`config.mk`:
```
export PLATFORM = sky130hd
export DESIGN_NAME = approx_mul4x4
export DESIGN_NICKNAME = d
export VERILOG_FILES = /design/src/rtl/approx_mul4x4.sv
export SDC_FILE = /design/constraint.sdc
export NUM_CORES = 1
export LEC_CHECK = 0
export ABC_AREA = 1
export BUFFER_PORTS_ARGS = -buffer_cell sky130_fd_sc_hd__buf_2
export CORE_AREA = 10 10 47 49
export DETAILED_ROUTE_END_ITERATION = 7
export DIE_AREA = 0 0 57 59
export GPL_ROUTABILITY_DRIVEN = 0
export GPL_TIMING_DRIVEN = 0
export PLACE_DENSITY_LB_ADDON = 0.15
export SLEW_MARGIN = 20
export SYNTH_ARGS = -nofsm -noshare
export SYNTH_HDL_FRONTEND = slang
export SYNTH_SLANG_ARGS = --single-unit
```
`constraint.sdc`:
```
create_clock -name vclk -period 3.7
set_input_delay 0.37 -clock vclk [all_inputs]
set_output_delay 0.37 -clock vclk [all_outputs]
set_load 0.1 [all_outputs]
```
`src/rtl/approx_mul4x4.sv`:
```
module approx_mul4x4 #(
  parameter int CELL_MODE = 0
) (
  input  logic [3:0] x,
  input  logic [3:0] y,
  output logic [7:0] prod
);
  localparam int N = 4;
  localparam bit HAS_CIN = (CELL_MODE != 2);

  logic [N*N-1:0] pp;

  for (genvar i = 0; i < N; i++) begin : g_row
    for (genvar j = 0; j < N; j++) begin : g_col
      assign pp[N*i+j] = x[i] & y[j];
    end
  end

  // returns {cout, carry, sum}
  function automatic logic [2:0] cell42(input logic i0, i1, i2, i3, ci);
    logic t, u;
    logic [2:0] r;
    case (CELL_MODE)
      1: begin
        r[0] = ((i0 ^ i1) | (i2 ^ i3)) ^ ci;
        r[1] = ci;
        r[2] = (i0 & i1) | (i2 & i3);
      end
      2: begin
        r[0] = (i0 ^ i1) | (i2 ^ i3);
        r[1] = (i0 & i1) | (i2 & i3);
        r[2] = 1'b0;
      end
      default: begin
        t    = i0 ^ i1 ^ i2;
        u    = t ^ i3;
        r[0] = u ^ ci;
        r[1] = (u & ci) | (~u & i3);
        r[2] = ((i0 ^ i1) & i2) | (i0 & i1);
      end
    endcase
    return r;
  endfunction

  logic       h_s, h_c;
  logic [2:0] c3, c4;
  logic       f_s, f_c;
  logic [7:0] row_a, row_b;

  assign h_s = pp[N*0+2] ^ pp[N*1+1];
  assign h_c = pp[N*0+2] & pp[N*1+1];

  assign c3 = cell42(pp[N*0+3], pp[N*1+2], pp[N*2+1], pp[N*3+0],
                     HAS_CIN ? h_c : 1'b0);
  assign c4 = cell42(pp[N*1+3], pp[N*2+2], pp[N*3+1], c3[1],
                     HAS_CIN ? c3[2] : 1'b0);

  assign f_s = pp[N*2+3] ^ pp[N*3+2] ^ c4[1];
  assign f_c = (pp[N*2+3] & pp[N*3+2]) | (c4[1] & (pp[N*2+3] ^ pp[N*3+2]));

  assign row_a = {1'b0, pp[N*3+3], f_s, c4[0], c3[0], h_s, pp[N*0+1], pp[N*0+0]};
  assign row_b = {1'b0, f_c, c4[2], 1'b0, HAS_CIN ? 1'b0 : h_c,
                  pp[N*2+0], pp[N*1+0], 1'b0};

  assign prod = row_a + row_b;

  always_comb begin
    if (x == 4'd0 || y == 4'd0)
      assert_zero_operand_R2: assert (prod == 8'd0);
    if ($countones(x) == 1 || $countones(y) == 1)
      assert_pow2_exact_R3: assert (prod == 8'(x * y));
    if (CELL_MODE == 0) begin
      assert_exact_product_R1: assert (prod == 8'(x * y));
      assert_cell_weight_R7: assert (
        32'(c3[0]) + 2 * (32'(c3[1]) + 32'(c3[2])) ==
        32'(pp[N*0+3]) + 32'(pp[N*1+2]) + 32'(pp[N*2+1]) + 32'(pp[N*3+0]) + 32'(h_c));
    end
  end
endmodule

```
==> impl_metrics.yaml <==
grt:
  gr-usage-met2: 0.124
  antenna_found_initial: 0
  grt_pass1_vias: 491
  grt_pass1_wl_mm: 1.91
  grt_max_degree: 6
  use_met3: 0.00215
  top_usage_layer: "met2"
  overflow: 0
  gr-usage-met1: 0.0751
  grt.total_usage: 0.0623
timing:
  layout_setup_ws_ps: 220
  min_period_ps: 3480
  fin_crit_sh: 0.941
  slew_headroom: 0.675
  hold_viol_final: 0
  fmaxAchievable_mhz: 287
  drv_slew: 0
  worst_hold_slack_ps: 1230
  worst_pin_slew_ps: 491
  rsz0062_at_grt: "false"
  setup-violations-final: 0
worst_setup_path:
  crit_buf_inv: 5
  crit_required_ps: 3330
  arrival_ps: 3110
  path_cells: "buf_2, nand2_1, inv_1, fa_1, inv_1, nand2_1, nand3_2, nand2_1, nand2_2, a21boi_0, fa_1, inv_1, ha_4, nand2_1, o21ai_2, buf_2"
  cpPeakStageDelay_ps: 580
  crit_family: "adder cells"
  path_class: "primary input to output port"
  worst_path_max_delay_cell: "fa_1"
  crit_fanout: 4
  end_kind: "output port"
  worstSetupStartpointType: "primary input"
  cpMostUsedCell: "nand2_1"
pwr:
  leakagePower_nw: 0.404
  ir_drop_mv: 0.147
  p_per_area_nw_per_um2: 349
die:
  core-area_um2: 1400
  start_util: 0.329
  die_x_um: 57
  fp-row-count: 14
  fp.dieH_um: 59
  die-area_um2: 3360
  io_pins: 16
outcome:
  status: "complete, no violations"
final_layout:
  fin_area_um2: 602
  antenna_cells: 0
  finish.utilization: 0.429
  drive_gt1_frac: 0.298
  syn_to_final_growth_pct: 30.4
  final_cell_mix: "nand2_1 (26), inv_1 (20), buf_2 (14)"
  clockBufferCount: 0
  seq_cell_count: 0
  seq_area_um2: 0
  final_common_cell: "nand2_1"
  layout.nets: 113
routing:
  totalWireLength_mm: 1.03
  drc_errors: 0
  vias: 493
  vias_per_cell: 4.48
  postRouteAntennaNets: 0
  drt-pass1-iter-count: 4
  first_iter_violations: 11
  wl_per_cell_um: 9.39
yosys:
  synthCells: 77
  synthesis.nets: 94
  ys_types: 15
  syn_area_um2: 462
  yosysSeqAreaShare: 0
  yosysWarnings: 0
  syn_area_per_cell_um2: 6.00
min_path:
  holdPathStages: 4
  holdPathEnd: "prod[0]"
  hp-class: "primary input to output port"
  hold_start: "x[0]"
place:
  placed_area_um2: 562
  pre_cts_ws_ps: -86.7
  hpwl_um: 928
  io_buffers: 16
job:
  cap_viol_max_count: 0
clocking:
  hold_buffers: 0
-- worst min-delay path: stages --
cell and delay (ps):
buf_2 120, nand2_1 60, inv_1 30, buf_2 280
-- worst max path at each step --
stage	depth (start not counted)	end	startpoint	slack [ps]
final	16	prod[7]	x[2]	220
after global routing	20	prod[6]	x[2]	10
after CTS	20	prod[6]	x[0]	50
after detailed placement	20	prod[6]	x[0]	-90
after global placement	20	prod[6]	x[0]	-60
after floorplan	18	prod[6]	x[0]	40
-- power breakdown --
part / internal, mW / switching (mW)
Combinational: 0.0488 / 0.162
Clock: 0 / 0
Sequential: 0 / 0
Total: 0.0488 / 0.162
-- stage by stage --
| step | setup TNS [ps] | cells | total power [mW] |
|---|---|---|---|
| 2_1_floorplan | 0 | 77 | 0.169 |
| 4_1_cts | 0 | 109 | 0.199 |
| 5_1_grt | 0 | 110 | 0.227 |
| 3_5_place_dp | -86.7 | 109 | 0.198 |
| 6_report | 0 | 110 | 0.210 |
| 3_3_place_gp | -56.8 | 109 | 0.197 |
-- timing repair --
action,4_1_cts,5_1_grt
buffers inserted,0,1
pin swaps,0,2
resized for setup,1,6
hold endpoints to repair,0,0
setup endpoints to repair,1,3
-- layer usage --
metal	vias up	wire length (um)
met4	0	0
met5	-	0
met3	0	13
li1	267	-
met1	221	505
met2	5	514
-- cells in the mapped netlist (all sizes together) --
cell | count | area (um^2)
a21boi | 1 | 7.51
a21o | 1 | 7.51
a21oi | 2 | 10.0
and3 | 1 | 7.51
fa | 4 | 80.1
ha | 5 | 62.6
inv | 20 | 75.1
nand2 | 30 | 120
nand3 | 8 | 60.1
nand4 | 1 | 6.26
nor2 | 2 | 7.51
o21ai | 1 | 8.76
xor2 | 1 | 8.76
-- cell families after synthesis --
kind of cell / count (synthesis) / synth area share
buf+inv: 20 / 0.163
simple gates: 42 / 0.436
fa+ha+maj: 9 / 0.309
compound gates: 5 / 0.0732
xor+xnor: 1 / 0.0190
-- cell type report --
class	instances	area, um^2
Fill cell	166	800
Inverter	20	75.1
Multi-Input combinational cell	57	402
Tap cell	16	20.0
Timing Repair Buffer	17	105
No activity file was read; power rests on OpenSTA's default activity.
